## src/rtl/dbell_pkg.sv

```systemverilog
package dbell_pkg;

  localparam logic [31:0] DB_BASE = 32'h0000_1000;

  // Decode of one byte offset against the doorbell grid
  typedef struct packed {
    logic        inRegion;
    logic        aligned;
    logic [31:0] slot;
  } dbSlot_t;

  // Strobes from control to datapath
  typedef struct packed {
    logic load;
    logic isCq;
    logic addrErr;
    logic valErr;
    logic rdEn;
    logic rdPtr;
    logic rdIsCq;
    logic rdCapLo;
    logic rdCapHi;
  } dbStrobe_t;

  function automatic dbSlot_t slotOf(input logic [31:0] addr, input int unsigned strideSel);
    dbSlot_t     r;
    logic [31:0] rel;
    logic [31:0] mask;
    int unsigned sh;
    sh         = strideSel + 2;
    rel        = addr - DB_BASE;
    mask       = (32'd1 << sh) - 32'd1;
    r.inRegion = (addr >= DB_BASE);
    r.aligned  = ((rel & mask) == 32'd0);
    r.slot     = rel >> sh;
    return r;
  endfunction

endpackage

```

## src/rtl/dbell_ctrl.sv

```systemverilog
module dbell_ctrl
  import dbell_pkg::*;
#(
  parameter int ADDR_W = 16,
  parameter int QUEUES = 4,
  parameter int QDEPTH = 16,
  parameter int DSTRD  = 1,
  parameter int QID_W  = 2,
  parameter int PTR_W  = 4
) (
  input  logic              wrEn,
  input  logic [ADDR_W-1:0] wrAddr,
  input  logic [31:0]       wrData,
  input  logic              rdEn,
  input  logic [ADDR_W-1:0] rdAddr,
  output dbStrobe_t         strobe,
  output logic [QID_W-1:0]  wrQid,
  output logic [PTR_W-1:0]  wrPtr,
  output logic [QID_W-1:0]  rdQid
);

  logic [31:0] wrAddr32, rdAddr32;
  dbSlot_t     wSlot, rSlot;
  logic [31:0] wQidFull, rQidFull;
  logic        wHit, rHit, wQidOk, rQidOk, depthOk;

  assign wrAddr32 = 32'(wrAddr);
  assign rdAddr32 = 32'(rdAddr);

  always_comb begin
    wSlot    = slotOf(wrAddr32, DSTRD);
    rSlot    = slotOf(rdAddr32, DSTRD);
    wQidFull = wSlot.slot >> 1;
    rQidFull = rSlot.slot >> 1;
    wQidOk   = (wQidFull < 32'(QUEUES));
    rQidOk   = (rQidFull < 32'(QUEUES));
    wHit     = wSlot.inRegion && wSlot.aligned && wQidOk;
    rHit     = rSlot.inRegion && rSlot.aligned && rQidOk;
    depthOk  = (wrData < 32'(QDEPTH));

    strobe.load    = wrEn && wHit && depthOk;
    strobe.isCq    = wSlot.slot[0];
    strobe.addrErr = wrEn && wSlot.inRegion && !(wSlot.aligned && wQidOk);
    strobe.valErr  = wrEn && wHit && !depthOk;
    strobe.rdEn    = rdEn;
    strobe.rdPtr   = rdEn && rHit;
    strobe.rdIsCq  = rSlot.slot[0];
    strobe.rdCapLo = rdEn && (rdAddr32 == 32'd0);
    strobe.rdCapHi = rdEn && (rdAddr32 == 32'd4);

    wrQid = wQidFull[QID_W-1:0];
    rdQid = rQidFull[QID_W-1:0];
    wrPtr = wrData[PTR_W-1:0];
  end

endmodule

```

## src/rtl/dbell_dpath.sv

```systemverilog
module dbell_dpath
  import dbell_pkg::*;
#(
  parameter int QUEUES = 4,
  parameter int QDEPTH = 16,
  parameter int DSTRD  = 1,
  parameter int QID_W  = 2,
  parameter int PTR_W  = 4
) (
  input  logic             clk,
  input  logic             rstN,
  input  dbStrobe_t        strobe,
  input  logic [QID_W-1:0] wrQid,
  input  logic [PTR_W-1:0] wrPtr,
  input  logic [QID_W-1:0] rdQid,
  output logic [31:0]      rdData,
  output logic             rdValid,
  output logic             notifyValid,
  output logic [QID_W-1:0] notifyQid,
  output logic             notifyIsCq,
  output logic [PTR_W-1:0] notifyPtr,
  output logic             addrErr,
  output logic             valErr
);

  logic [PTR_W-1:0] sqTail [QUEUES];
  logic [PTR_W-1:0] cqHead [QUEUES];
  logic [31:0]      rdNext;

  // Pointer storage, one register pair per queue
  always_ff @(posedge clk or negedge rstN) begin
    if (!rstN) begin
      for (int q = 0; q < QUEUES; q++) begin
        sqTail[q] <= '0;
        cqHead[q] <= '0;
      end
    end else if (strobe.load) begin
      for (int q = 0; q < QUEUES; q++) begin
        if (wrQid == QID_W'(q)) begin
          if (strobe.isCq) cqHead[q] <= wrPtr;
          else             sqTail[q] <= wrPtr;
        end
      end
    end
  end

  // Notification and sticky flags
  always_ff @(posedge clk or negedge rstN) begin
    if (!rstN) begin
      notifyValid <= 1'b0;
      notifyQid   <= '0;
      notifyIsCq  <= 1'b0;
      notifyPtr   <= '0;
      addrErr     <= 1'b0;
      valErr      <= 1'b0;
    end else begin
      notifyValid <= strobe.load;
      if (strobe.load) begin
        notifyQid  <= wrQid;
        notifyIsCq <= strobe.isCq;
        notifyPtr  <= wrPtr;
      end
      addrErr <= addrErr | strobe.addrErr;
      valErr  <= valErr  | strobe.valErr;
    end
  end

  // Read-back mux
  always_comb begin
    rdNext = '0;
    if (strobe.rdCapLo)      rdNext = 32'(QDEPTH - 1);
    else if (strobe.rdCapHi) rdNext = 32'(DSTRD);
    else if (strobe.rdPtr)   rdNext = strobe.rdIsCq ? 32'(cqHead[rdQid]) : 32'(sqTail[rdQid]);
  end

  always_ff @(posedge clk or negedge rstN) begin
    if (!rstN) begin
      rdValid <= 1'b0;
      rdData  <= '0;
    end else begin
      rdValid <= strobe.rdEn;
      if (strobe.rdEn) rdData <= rdNext;
    end
  end

endmodule

```

## src/rtl/dbell_decoder.sv

```systemverilog
module dbell_decoder
  import dbell_pkg::*;
#(
  parameter int ADDR_W = 16,
  parameter int QUEUES = 4,
  parameter int QDEPTH = 16,
  parameter int DSTRD  = 1,
  localparam int QID_W = (QUEUES > 1) ? $clog2(QUEUES) : 1,
  localparam int PTR_W = (QDEPTH > 2) ? $clog2(QDEPTH) : 1
) (
  input  logic              clk,
  input  logic              rstN,
  input  logic              wrEn,
  input  logic [ADDR_W-1:0] wrAddr,
  input  logic [31:0]       wrData,
  input  logic              rdEn,
  input  logic [ADDR_W-1:0] rdAddr,
  output logic [31:0]       rdData,
  output logic              rdValid,
  output logic              notifyValid,
  output logic [QID_W-1:0]  notifyQid,
  output logic              notifyIsCq,
  output logic [PTR_W-1:0]  notifyPtr,
  output logic              addrErr,
  output logic              valErr
);

  dbStrobe_t        strobe;
  logic [QID_W-1:0] wrQid, rdQid;
  logic [PTR_W-1:0] wrPtr;

  dbell_ctrl #(
    .ADDR_W(ADDR_W), .QUEUES(QUEUES), .QDEPTH(QDEPTH),
    .DSTRD(DSTRD), .QID_W(QID_W), .PTR_W(PTR_W)
  ) uCtrl (
    .wrEn(wrEn), .wrAddr(wrAddr), .wrData(wrData),
    .rdEn(rdEn), .rdAddr(rdAddr),
    .strobe(strobe), .wrQid(wrQid), .wrPtr(wrPtr), .rdQid(rdQid)
  );

  dbell_dpath #(
    .QUEUES(QUEUES), .QDEPTH(QDEPTH), .DSTRD(DSTRD),
    .QID_W(QID_W), .PTR_W(PTR_W)
  ) uDpath (
    .clk(clk), .rstN(rstN), .strobe(strobe),
    .wrQid(wrQid), .wrPtr(wrPtr), .rdQid(rdQid),
    .rdData(rdData), .rdValid(rdValid),
    .notifyValid(notifyValid), .notifyQid(notifyQid),
    .notifyIsCq(notifyIsCq), .notifyPtr(notifyPtr),
    .addrErr(addrErr), .valErr(valErr)
  );

endmodule

```

## config.mk

```make
export PLATFORM = sky130hd
export DESIGN_NAME = dbell_decoder
export DESIGN_NICKNAME = d
export VERILOG_FILES = /design/src/rtl/dbell_pkg.sv /design/src/rtl/dbell_ctrl.sv /design/src/rtl/dbell_dpath.sv /design/src/rtl/dbell_decoder.sv
export SDC_FILE = /design/constraint.sdc
export NUM_CORES = 1
export LEC_CHECK = 0
export CELL_PAD_IN_SITES_DETAIL_PLACEMENT = 0
export CELL_PAD_IN_SITES_GLOBAL_PLACEMENT = 1
export CORE_MARGIN = 3
export CORE_UTILIZATION = 49
export CTS_CLUSTER_SIZE = 25
export DETAILED_ROUTE_END_ITERATION = 8
export DONT_BUFFER_PORTS = 1
export PLACE_DENSITY_LB_ADDON = 0.1
export SLEW_MARGIN = 20
export SYNTH_ARGS = -nofsm -noshare
export SYNTH_HDL_FRONTEND = slang
export SYNTH_SLANG_ARGS = --single-unit
```

## constraint.sdc

```tcl
create_clock -name clk -period 1.5 [get_ports clk]
set_input_delay 0.075 -clock clk [delete_from_list [all_inputs] [get_ports clk]]
set_output_delay 0.075 -clock clk [all_outputs]
set_load 0.1 [all_outputs]
```

======== Word-level counts from Yosys, hierarchy flattened ========
Index checks and enable logic that the tools add are counted.
word-level totals
  flip-flop bits (word level) ............. 75
  output and inout bits ................... 43
  input port bits ......................... 68
  word-level logic and storage cells ...... 69
cells by class
  $add $sub $neg .......................... 2
  magnitude comparators ................... 6
  reduce and logical (&&, ||, !) cells .... 27
  multiplexer cells ....................... 10
  eq/ne operators ......................... 4
  bitwise logic cells ..................... 4
operators by type and width
  operator                                                                 number
  32-bit logical NOT                                                       3
  32-bit two-way mux                                                       3
  28-bit by 3-bit < comparator with 1-bit output, second input constant    2
  16-bit by 13-bit subtractor with 17-bit output, second input constant    2
  16-bit by 13-bit >= comparator with 1-bit output, second input constant  2
  32-bit by 5-bit < comparator with 1-bit output, second input constant    1
  3-bit AND reduction                                                      8
  4-bit two-way mux                                                        5
  4-bit binary-select mux with 2-bit select                                2
  16-bit by 3-bit == test with 1-bit output, second input constant         1
  1-bit logical AND                                                        13
  2-bit == test, second input constant                                     2
  3-bit >= comparator, second input constant                               1
  2-bit NOT with 3-bit output                                              1
  2-bit by 1-bit == test with 1-bit output, second input constant          1
  1-bit logical NOT                                                        2
  2-bit logical NOT                                                        1
  1-bit OR                                                                 2
  1-bit NOT                                                                1

======== Logic depth before layout (Yosys ltp) ========
Gate-level depths: netlist of the first run.
  depth after elaboration ................. 9
  depth in mapped cells ................... 5
  mapped depth without buffers ............ 4

======== Modules after synthesis ========
From an unflattened synthesis of the first run, not the netlist that was laid out.
second synthesis, totals
  cell total of the unflattened synthesis .. 215
  area total of the unflattened synthesis .. 2,660.1 um^2
modules (own cells, without submodules)
  module       seq. area each (um^2)  instances  area each (um^2)  cells each
  dbell_dpath  1,176.1                1          2,349.8           176
  dbell_ctrl   0.0                    1          310.3             39

======== Worst setup path after synthesis of the first run ========
OpenSTA, ideal clock, no wires.
  kind .................................... in2reg
  from .................................... input port wrData[30]
  to ...................................... register uDpath.cqHead[0] in the netlist's numbering
  cell stages on the path ................. 5
  required time ........................... 1.372 ns
  arrival ................................. 1.475 ns
  slack ................................... -0.103 ns
  setup time .............................. 0.128 ns
  buffers on the path ..................... 1
  path through ............................ nor4_1 nand4_1 buf_4 nor4_4 mux2_1
on the way
  longest elaborated chain between the ends .. 3
RTL lines
  what                                            RTL line             source
  start, declared                                 dbell_decoder.sv:15  input logic [31:0] wrData,
  32-bit by 5-bit < comparator with 1-bit output  dbell_ctrl.sv:39     depthOk = (wrData < 32'(QDEPTH));
  1-bit logical AND                               dbell_ctrl.sv:41     strobe.load = wrEn && wHit && depthOk;
  3-bit AND reduction (no line)                   -
  end signal, assigned by index                   dbell_dpath.sv:40    if (strobe.isCq) cqHead[q] <= wrPtr;
  end, declared                                   dbell_dpath.sv:27    logic [PTR_W-1:0] cqHead [QUEUES];
Every way passes these cells.
A chain may end at the register's enable or synchronous reset.

======== Worst setup path after layout of the first run ========
  from .................................... register uDpath.sqTail[13] in the netlist's numbering
  to ...................................... register uDpath.rdData[1]
on the way
  longest elaborated chain between the ends .. 7
RTL lines
  what                                                   RTL line           source
  start, declared                                        dbell_dpath.sv:26  logic [PTR_W-1:0] sqTail [QUEUES];
  start signal, assigned by index                        dbell_dpath.sv:41  else sqTail[q] <= wrPtr;
  4-bit binary-select mux with 2-bit select              dbell_dpath.sv:73  else if (strobe.rdPtr) rdNext = strobe.rdIsCq ? 32'(cqHead[rdQid]) : 32'(sqTail[rdQid]);
  4-bit two-way mux (not written as such) (2 in series)  dbell_dpath.sv:73
  4-bit two-way mux                                      dbell_dpath.sv:73
  32-bit two-way mux                                     dbell_dpath.sv:73
  32-bit two-way mux                                     dbell_dpath.sv:72  else if (strobe.rdCapHi) rdNext = 32'(DSTRD);
  32-bit two-way mux                                     dbell_dpath.sv:71  if (strobe.rdCapLo) rdNext = 32'(QDEPTH - 1);
  end signal, assigned                                   dbell_dpath.sv:82  if (strobe.rdEn) rdData <= rdNext;
  end, declared                                          dbell_dpath.sv:16  output logic [31:0] rdData,
Every way passes these cells. The select of a mux whose other input is x is not followed.

==> results of run 1 <==
[registers in the layout, summed over array words and instances, names as in the netlist]
signal / flops
uDpath.valErr: 1
uDpath.notifyQid: 2
uDpath.notifyPtr: 4
uDpath.notifyValid: 1
uDpath.sqTail: 16
uDpath.rdValid: 1
uDpath.cqHead: 16
uDpath.rdData: 4
uDpath.addrErr: 1
uDpath.notifyIsCq: 1
[area by class of cell]
class / instances / area share (%)
inverters: 2 / 0.2455
repair buffers: 42 / 12.68
well taps: 67 / 2.741
clock buffers: 7 / 2.823
multi-input cells: 140 / 42.76
flip-flops and latches: 47 / 38.46
clock inverters: 1 / 0.2864
[per-layer routing]
metal  routed length, um  GRT usage, %  vias up
met4                  65         5.155        0
met3                 427         4.989        8
li1                    -             -      764
met2                2891         31.82       77
met5                   0             0        -
met1                2213         22.16      850
[cells by family (layout without fill, tap and decap cells)]
| logic type | after synthesis | in the layout |
|---|---|---|
| AOI/OAI and AO/OA | 9 | 9 |
| buffers and inverters | 35 | 52 |
| DFF | 47 | 47 |
| muxes | 51 | 51 |
| other | 1 | 28 |
| and+or+nand+nor | 52 | 52 |
[worst paths after layout]
path / from / endpoint / depth (start not counted)
min in group asynchronous: rstN / uDpath.rdData[3] / 2
max in group asynchronous: rstN / uDpath.notifyQid[0] / 2
min: rdAddr[3] / uDpath.rdData[0] / 2
min reg2reg: uDpath.addrErr / uDpath.addrErr / 1
max: uDpath.sqTail[13] / uDpath.rdData[1] / 4
max reg2reg: uDpath.sqTail[13] / uDpath.rdData[1] / 4
[cell usage in the layout (no fill, tap or decap), types with 2 or more instances in the layout]
cell type                        n
sky130_fd_sc_hd__dfrtp_1        47
sky130_fd_sc_hd__mux2_1         32
sky130_fd_sc_hd__conb_1         28
sky130_fd_sc_hd__buf_4          28
sky130_fd_sc_hd__dlygate4sd3_1  11
sky130_fd_sc_hd__nor4_4          9
sky130_fd_sc_hd__mux2_2          9
sky130_fd_sc_hd__nor4_1          8
sky130_fd_sc_hd__nor2_1          8
sky130_fd_sc_hd__mux4_2          8
sky130_fd_sc_hd__clkbuf_8        6
sky130_fd_sc_hd__nand3_1         5
sky130_fd_sc_hd__nor3_2          3
sky130_fd_sc_hd__nand3b_1        3
sky130_fd_sc_hd__a21oi_1         3
sky130_fd_sc_hd__nand4_1         2
sky130_fd_sc_hd__nor3_1          2
sky130_fd_sc_hd__inv_1           2
sky130_fd_sc_hd__or3b_2          2
sky130_fd_sc_hd__or4_1           2
sky130_fd_sc_hd__a31oi_1         2
sky130_fd_sc_hd__nand2_1         2
sky130_fd_sc_hd__buf_12          2
[worst register-to-register path, delay by kind of cell (launching register included)]
kind	cells	cell delay [ns]
mux	2	0.76
flops	1	0.40
simple gates	1	0.08
compound gates	1	0.06
[through the flow]
step	cells	power [mW]	hold WS (ns)
after global placement	286	1.744	-0.2193
after detailed placement	286	1.745	-0.2192
after global routing	306	2.703	0.00003017
after CTS	306	2.627	0.001954
after floorplan	222	1.790	-0.2206
final	306	2.595	0.01469
[power groups by stage]
stage	combinational [mW]	clock, mW	sequential, mW
6_report	0.513	0.804	1.28
5_1_grt	0.530	0.893	1.28
4_1_cts	0.513	0.835	1.28
3_5_place_dp	0.441	0	1.30
3_3_place_gp	0.439	0	1.30
2_1_floorplan	0.420	0	1.37
==> results.toml, run 1 <==
[die]
die_height_um = 79.14
floorplan.rows = 25
top_level_ports = 111
die_w_um = 79.14
die_area_um2 = 6263
design.core.area_um2 = 4942
effective_utilization_at_floorplan_pct = 53.04

[sta]
final_setup_violation_count = 0
min_period_ns = 1.434
finalClockSkew_ns = 0.006651
grt_setup_unrepaired = "false"
finalMaxSlewViolations = 0
timing.final.hold_violations = 0
final.setup.tns_ns = 0
setup_ws_ns = 0.06649
fmax_mhz = 697.6
post-route-period-util_pct = 95.57

[detailed_routing]
drc = 0
drtIter0Drc = 73
avgRoutedWirePerCell_um = 18.29
routed_wl_um = 5598
antenna_violating_nets_post_route = 0
drt-vias-per-instance = 5.552
detail_route.first_pass.iterations = 5
dr_total_vias = 1699

[setup_path]
timing.critical_path.arrival_ns = 1.62
timing_worst_setup_path_type = "reg -> reg"
required_ns = 1.68
critical-path-top-delay-family = "multiplexers"
r2r_slack_ns = 0.07
endpoint_kind = "flip-flop"
critical_path.max_stage_delay_ns = 0.47
worstSetupStartpointType = "flip-flop"
timing.critical_path.fanout_max = 2
critPathBufInv = 0
path_cells = "mux4_2 > mux2_2 > nand3_1 > a21oi_1"
critical-path-slowest-cell = "sky130_fd_sc_hd__mux4_2"

[logic_synthesis]
share_of_the_synthesized_area_in_compound_gates_ao_oa_aoi_oai_pct = 2.053
synth_top_area_share_pct = 44.87
synth_top_family_by_area = "multiplexers"
number_of_enable_type_register_cells_in_the_synthesized_netlist = 0
yosys.area.top_type = "sky130_fd_sc_hd__dfrtp_1"
synth-xor-area-share_pct = 0
synth-seq-area-share_pct = 44.87
yosys.area_share.adder_pct = 0
yosys_warnings = 0
yosys_register_bits = 47
post_synth_num_cell_types = 33
synthesis.area_per_instance_um2 = 13.44
synth.most_common_cell = "sky130_fd_sc_hd__dfrtp_1"
share_of_synthesized_registers_carrying_an_async_set_or_reset_pct = 100.0
area_fraction_in_and_or_nand_and_nor_cells_after_synthesis_pct = 18.38
synthTopCellsByCount = "47 x sky130_fd_sc_hd__dfrtp_1, 32 x sky130_fd_sc_hd__mux2_1, 29 x sky130_fd_sc_hd__buf_4"
syn-instance-count = 195
ys.flop_type = "sky130_fd_sc_hd__dfrtp_1"
fraction_of_synthesized_area_in_multiplexers_pct = 25.30
syn_area_um2 = 2621
synthTopCellsByArea = "sky130_fd_sc_hd__dfrtp_1 45%, sky130_fd_sc_hd__mux2_1 14%, sky130_fd_sc_hd__buf_4 8.3%, sky130_fd_sc_hd__nor4_4 7.3%, sky130_fd_sc_hd__mux4_2 6.9%"

[cts]
clk_path_buf_depth = 2
cts-buffers-inserted = 5
worst_skew_pair.late_latency_ns = 0.30
cts_resized = 0
post_cts_buffers = 0
cts_hold_buf = 12
clock_sink_count = 47
htree_levels = 2
root_buffer = "sky130_fd_sc_hd__clkbuf_8"
cts.clk_slew.worst_paths_ns = 0.09
clock_tree_from_tritoncts = "built"

[pwr]
static-leakage-power_nw = 1.564
sequential_fraction_of_design_power_pct = 49.3
power.density_nw_per_um2 = 848.5
pwr-share-clk_pct = 31.0
switching_share_pct = 33.52
peakVddDrop_v = 0.0005526
total_switching_power_uw = 869.8
int_pwr_mw = 1.725
p_comb_share_pct = 19.8

[finish]
num-nets-final = 306
fill_cells = 393
multi_input_area_um2 = 1308
post_route_cells_drive_above_1_share_pct = 30.96
antenna_cell_count = 0
final_area_um2 = 3058
regArea_um2 = 1176
area_growth_pct = 16.66
finalCoreUtilization_pct = 61.87

[placed_design]
post_dp_cell_area_um2 = 2825
detailedPlace.worstSlack_ns = -0.1461
hpwlAfterDp_um = 4231
port-buffer-count = 0
routabilityCongestion = 0.7544

[run]
drv.max_cap_violation_count = 0

[global_route]
grt.total_usage_pct = 18.28
grt_start_max_net_pins = 48
grt_first_pass_wirelength_um = 8776
global_route.overflow_total = 0
grt_pass1_vias = 1765
grt_antenna_before_repair = 0

[run_status]
status = "finished clean"

[worst_hold_path]
holdCritPathClass = "in -> reg"
(Power assumes the default switching activity.)
==> run 2: changes to the inputs <==
==> constraint.sdc (replaced) <==
create_clock -name clk -period 1.5 [get_ports clk]
set_input_delay 0.3 -clock clk [delete_from_list [all_inputs] [get_ports clk]]
set_output_delay 0.3 -clock clk [all_outputs]
set_load 0.1 [all_outputs]
==> run 2 against run 1 <==
  * Register-to-register slack about the same
  * Clock skew about the same
  * Critical endpoint is now uDpath.notifyPtr[1]
  * Core utilization increased by 2.0 points
  * Largest cell class unchanged
  * Worst setup slack got worse by 0.059 ns
  * Non-clock buffer count decreased by 7
  * Total power fell by 1.0%
==> results.toml, run 2 (synthesis results as in run 1) <==
[pwr]
sequential_fraction_of_design_power_pct = 49.7
static-leakage-power_nw = 1.562
p_comb_share_pct = 18.8
int_pwr_mw = 1.671
switching_share_pct = 34.92
pwr-share-clk_pct = 31.4
power.density_nw_per_um2 = 813.8
total_switching_power_uw = 896.6
finalPower_mw = 2.568
peakVddDrop_v = 0.0004719

[sta]
final_setup_violation_count = 0
finalClockSkew_ns = 0.006410
worst_hold_slack_after_final_layout_ns = 0.1042
grt_setup_unrepaired = "true"
timing.final.hold_violations = 0
fmax_mhz = 670.2
final.setup.tns_ns = 0
post-route-period-util_pct = 99.47
finalMaxSlewViolations = 0
min_period_ns = 1.492

[finish]
antenna_cell_count = 0
num-nets-final = 299
final_common_cell = "sky130_fd_sc_hd__dfrtp_1"
area_growth_pct = 20.38
post_route_cells_drive_above_1_share_pct = 41.38
final_area_um2 = 3156
top_regs = "uDpath.cqHead (16), uDpath.sqTail (16)"
fill_cells = 372
layout.cells.most_common_list = "47 x sky130_fd_sc_hd__dfrtp_1, 28 x sky130_fd_sc_hd__conb_1, 21 x sky130_fd_sc_hd__mux2_4, 19 x sky130_fd_sc_hd__buf_4, 17 x sky130_fd_sc_hd__mux2_1"

[detailed_routing]
highest_metal_layer_with_signal_wires = "met4"
met1_length_um = 2325
met3RoutedLength_um = 442
detail_route.first_pass.iterations = 4
routed_wl_um = 5750
drt-vias-per-instance = 5.595
detailroute.wirelength.met2_um = 2855
drtIter0Drc = 67
drc = 0
antenna_violating_nets_post_route = 0
avgRoutedWirePerCell_um = 19.23
dr_total_vias = 1673

[placed_design]
routabilityCongestion = 0.7675
port-buffer-count = 0
hpwlAfterDp_um = 4293
post_dp_cell_area_um2 = 2870

[cts]
clock_tree_from_tritoncts = "built"
cts-buffers-inserted = 5
root_buffer = "sky130_fd_sc_hd__clkbuf_8"
clock_sink_count = 47
cts.clk_slew.worst_paths_ns = 0.10
worst_skew_pair.late_latency_ns = 0.31
clk_path_buf_depth = 2
htree_levels = 2

[setup_path]
rr_worst_depth = 4
worstSetupStartpointType = "input port"
required_ns = 1.71
endpoint_kind = "flip-flop"
timing_worst_setup_path_type = "in -> reg"
timing.critical_path.fanout_max = 9
timing.critical_path.arrival_ns = 1.70

[global_route]
grt_antenna_before_repair = 0
grt.total_usage_pct = 18.25
grt_pass1_vias = 1750
grt_first_pass_wirelength_um = 8790
global_route.overflow_total = 0
grt_start_max_net_pins = 48

[die]
floorplan.rows = 25
effective_utilization_at_floorplan_pct = 53.04
die_height_um = 79.14
die_w_um = 79.14
die_area_um2 = 6263
top_level_ports = 111
design.core.area_um2 = 4942

[worst_hold_path]
hold-path-cell-count = 1
holdCritPathClass = "in -> reg"

[run]
drv.max_cap_violation_count = 0

[run_status]
status = "finished clean"
-- run 2: cell count changes in the layout (fill, tap and decap cells not counted), moves of 4 or more --
cell / change
sky130_fd_sc_hd__mux2_4: +20
sky130_fd_sc_hd__mux2_1: -15
sky130_fd_sc_hd__buf_4: -9
sky130_fd_sc_hd__dlygate4sd3_1: -9
sky130_fd_sc_hd__buf_6: +7
sky130_fd_sc_hd__mux2_2: -5
sky130_fd_sc_hd__buf_12: +4
sky130_fd_sc_hd__nor4_1: -4
sky130_fd_sc_hd__nor4_2: +4
-- run 2: per-stage QoR --
| step | setup WS [ns] | util (%) | cells |
|---|---|---|---|
| floorplan | -0.3011 | - | 222 |
| global placement | -0.3099 | 58.08 | 287 |
| detailed placement | -0.3694 | 58.08 | 287 |
| CTS | 0.01035 | 60.96 | 297 |
| global route | -0.05667 | 63.85 | 299 |
| finish | 0.007898 | 63.85 | 299 |
-- run 2: power by group through the flow --
stage	logic (mW)	clock network [mW]	registers (mW)
floorplan	0.421	0	1.37
global placement	0.441	0	1.30
detailed placement	0.442	0	1.30
CTS	0.480	0.822	1.28
global route	0.499	0.890	1.28
finish	0.483	0.807	1.28
-- run 2: path summary, 6_finish.rpt --
| check | start | end | slack, ns |
|---|---|---|---|
| min in group asynchronous | rstN | uDpath.sqTail[10] | 0.48 |
| hold reg to reg | uDpath.sqTail[2] | uDpath.sqTail[2] | 0.49 |
| max in group asynchronous | rstN | uDpath.sqTail[0] | 0.79 |
| setup / recovery | wrAddr[8] | uDpath.notifyPtr[1] | 0.008 |
| setup reg to reg | uDpath.cqHead[5] | uDpath.rdData[1] | 0.06 |
| hold / removal | wrEn | uDpath.addrErr | 0.10 |
-- run 2: timing repair --
| item | CTS | global route |
|---|---|---|
| endpoints found under the setup margin | 13 | 37 |
| hold endpoints to repair | 47 | 1 |
| hold buffers | 2 | 1 |
| gates resized for setup | 3 | 31 |
| gates cloned | 0 | 0 |
| setup buffers | 0 | 1 |
| pin swaps | 1 | 4 |
-- run 2: routing by layer --
metal  GRT usage [%]  vias to the layer above
met2           30.30                       82
met4           4.983                        0
met3           5.102                       13
met1           23.40                      832
met5               0                        -
li1                -                      746
-- run 2: cell type report --
| type | instances | area (um^2) | share of cell area [%] |
|---|---|---|---|
| Multi-Input combinational cell | 140 | 1408 | 44.61 |
| Sequential cell | 47 | 1176 | 37.27 |
| Timing Repair Buffer | 35 | 389.1 | 12.33 |
| Tap cell | 67 | 83.83 | 2.657 |
| Clock buffer | 5 | 68.82 | 2.181 |
| Clock inverter | 3 | 22.52 | 0.7137 |
| Inverter | 2 | 7.507 | 0.2379 |
-- run 2: critical path, stage by stage --
cell and delay [ns]:
sky130_fd_sc_hd__nor4_4 0.33, sky130_fd_sc_hd__nand4_4 0.14, sky130_fd_sc_hd__buf_12 0.18, sky130_fd_sc_hd__nor3_4 0.25, sky130_fd_sc_hd__buf_6 0.17, sky130_fd_sc_hd__mux2_2 0.33
==> run 3: changes to the inputs <==
- clock period: 1.5 -> 1.7 ns (I/O delays scaled with it)
==> run 3 against run 2 <==
  * Clock-buffer cell count is the same
  * Total power shrank 14%
  * Largest power group unchanged
  * Critical path depth shrank 6
  * Core utilization shrank 3.9 points
  * Combinational power shrank 12%
  * Sequential share of layout area grew 2.4 points
  * Register-to-register slack gained 0.21 ns
  * Design area shrank 6.1%
  * Clock power shrank 17%
  * Highest routed layer unchanged
  * Die area is the same
  * Global-route usage shrank 0.71 points
==> results.toml, run 3 (synthesis results as in run 1) <==
[run_status]
status = "finished clean"

[sta]
finalClockSkew_ns = 0.009243
min_period_ns = 1.586
post-route-period-util_pct = 93.29
finalMaxSlewViolations = 0
slew-limit-headroom_pct = 39.51
grt_setup_unrepaired = "false"
fmax_mhz = 630.5
worst_slew_pin_slew_ns = 0.9074
timing.final.hold_violations = 0
final_setup_violation_count = 0

[pwr]
peakVddDrop_v = 0.0004674
static-leakage-power_nw = 1.524
power.density_nw_per_um2 = 748.8

[cts]
cts.clk_slew.worst_paths_ns = 0.09
clock_sink_count = 47
root_buffer = "sky130_fd_sc_hd__clkbuf_8"
clk_path_buf_depth = 2
cts-buffers-inserted = 5
htree_levels = 2
worst_skew_pair.late_latency_ns = 0.30
clock_tree_from_tritoncts = "built"

[detailed_routing]
drtIter0Drc = 62
drc = 0
avgRoutedWirePerCell_um = 18.14
dr_total_vias = 1638
antenna_violating_nets_post_route = 0
drt-vias-per-instance = 5.534
routed_wl_um = 5369
detail_route.first_pass.iterations = 4

[worst_hold_path]
holdCritPathClass = "in -> reg"
hold-path-cell-count = 0

[setup_path]
timing.critical_path.fanout_max = 2
worstSetupStartpointType = "flip-flop"
endpoint_kind = "output port"
required_ns = 1.36
timing_worst_setup_path_type = "reg -> out"
timing.critical_path.arrival_ns = 1.25
rr_worst_depth = 4
worstSetupPathDepth = 0

[finish]
antenna_cell_count = 0
fill_cells = 397
top_regs = "uDpath.cqHead (16), uDpath.sqTail (16)"
final_common_cell = "sky130_fd_sc_hd__dfrtp_1"
final_area_um2 = 2963
post_route_cells_drive_above_1_share_pct = 33.62
num-nets-final = 296
area_growth_pct = 13.03
layout.cells.most_common_list = "47 x sky130_fd_sc_hd__dfrtp_1, 32 x sky130_fd_sc_hd__mux2_1, 28 x sky130_fd_sc_hd__conb_1, 28 x sky130_fd_sc_hd__buf_4"
finalCoreUtilization_pct = 59.95

[die]
top_level_ports = 111
die_area_um2 = 6263
design.core.area_um2 = 4942
floorplan.rows = 25
die_w_um = 79.14
effective_utilization_at_floorplan_pct = 53.04
die_height_um = 79.14

[global_route]
grt.total_usage_pct = 17.53
grt_first_pass_wirelength_um = 8480
grt_antenna_before_repair = 0
grt_pass1_vias = 1746
grt_start_max_net_pins = 48
global_route.overflow_total = 0

[run]
drv.max_cap_violation_count = 0

[placed_design]
routabilityCongestion = 0.7653
port-buffer-count = 0
post_dp_cell_area_um2 = 2825
hpwlAfterDp_um = 4198
run 3: cell types whose count changed in the layout (fill, tap and decap cells not counted), moves of 4 or more:
cell / change
sky130_fd_sc_hd__buf_6: -7
sky130_fd_sc_hd__buf_4: +9
sky130_fd_sc_hd__mux2_2: +5
sky130_fd_sc_hd__buf_12: -4
sky130_fd_sc_hd__mux2_1: +15
sky130_fd_sc_hd__mux2_4: -20
run 3: layer usage:
metal / routed length, um / track usage (%) / part of all wire [%]
met4: 42 / 3.608 / 0.78
met2: 2783 / 31.31 / 52
met3: 393 / 3.968 / 7.3
met5: 0 / 0 / 0
met1: 2149 / 21.70 / 40
run 3: worst paths after layout:
kind | startpoint | endpoint | slack [ns]
min | rdEn | uDpath.rdValid | 0.06
max in group asynchronous | rstN | uDpath.notifyPtr[1] | 0.93
min in group asynchronous | rstN | uDpath.rdData[2] | 0.55
max reg2reg | uDpath.cqHead[3] | uDpath.rdData[3] | 0.27
max | uDpath.addrErr | addrErr | 0.11
min reg2reg | uDpath.sqTail[5] | uDpath.sqTail[5] | 0.49
run 3: power by group:
| part | internal [mW] | switching [mW] | total (mW) |
|---|---|---|---|
| clock network | 0.290 | 0.379 | 0.669 |
| registers | 1.12 | 0.00218 | 1.13 |
| logic | 0.0494 | 0.373 | 0.423 |
| total | 1.46 | 0.755 | 2.22 |
run 3: worst reg2reg max path: cells and delay by family (launching register included):
kind	cells	cell delay, ns
mux	2	0.77
simple gates	1	0.09
flops	1	0.39
compound gates	1	0.07
run 3: repair_timing:
| item | CTS | global route |
|---|---|---|
| gates resized for setup | 0 | 2 |
| hold endpoints to repair | 47 | 0 |
| hold buffers | 2 | 0 |
| endpoints found under the setup margin | 0 | 10 |
| buffers inserted | 0 | 0 |
run 3: cell type report:
type                            count  area, um^2  area share, %
Sequential cell                    47        1176          39.70
Clock inverter                      3       18.77         0.6334
Clock buffer                        5       68.82          2.323
Multi-Input combinational cell    140        1320          44.55
Inverter                            2       7.507         0.2534
Tap cell                           67       83.83          2.829
Timing Repair Buffer               32       287.8          9.713
run 3: metrics by stage:
| step | setup WS, ns | TNS, ns | total power [mW] | instances | hold slack [ns] |
|---|---|---|---|---|---|
| global route | 0.01794 | 0 | 2.295 | 296 | 0.04394 |
| CTS | 0.1024 | 0 | 2.244 | 296 | 0.05390 |
| finish | 0.1140 | 0 | 2.219 | 296 | 0.06374 |
| floorplan | -0.1411 | -5.382 | 1.579 | 222 | 0.04441 |
| detailed placement | -0.2026 | -6.424 | 1.539 | 286 | 0.04565 |
| global placement | -0.1511 | -5.175 | 1.539 | 286 | 0.04565 |
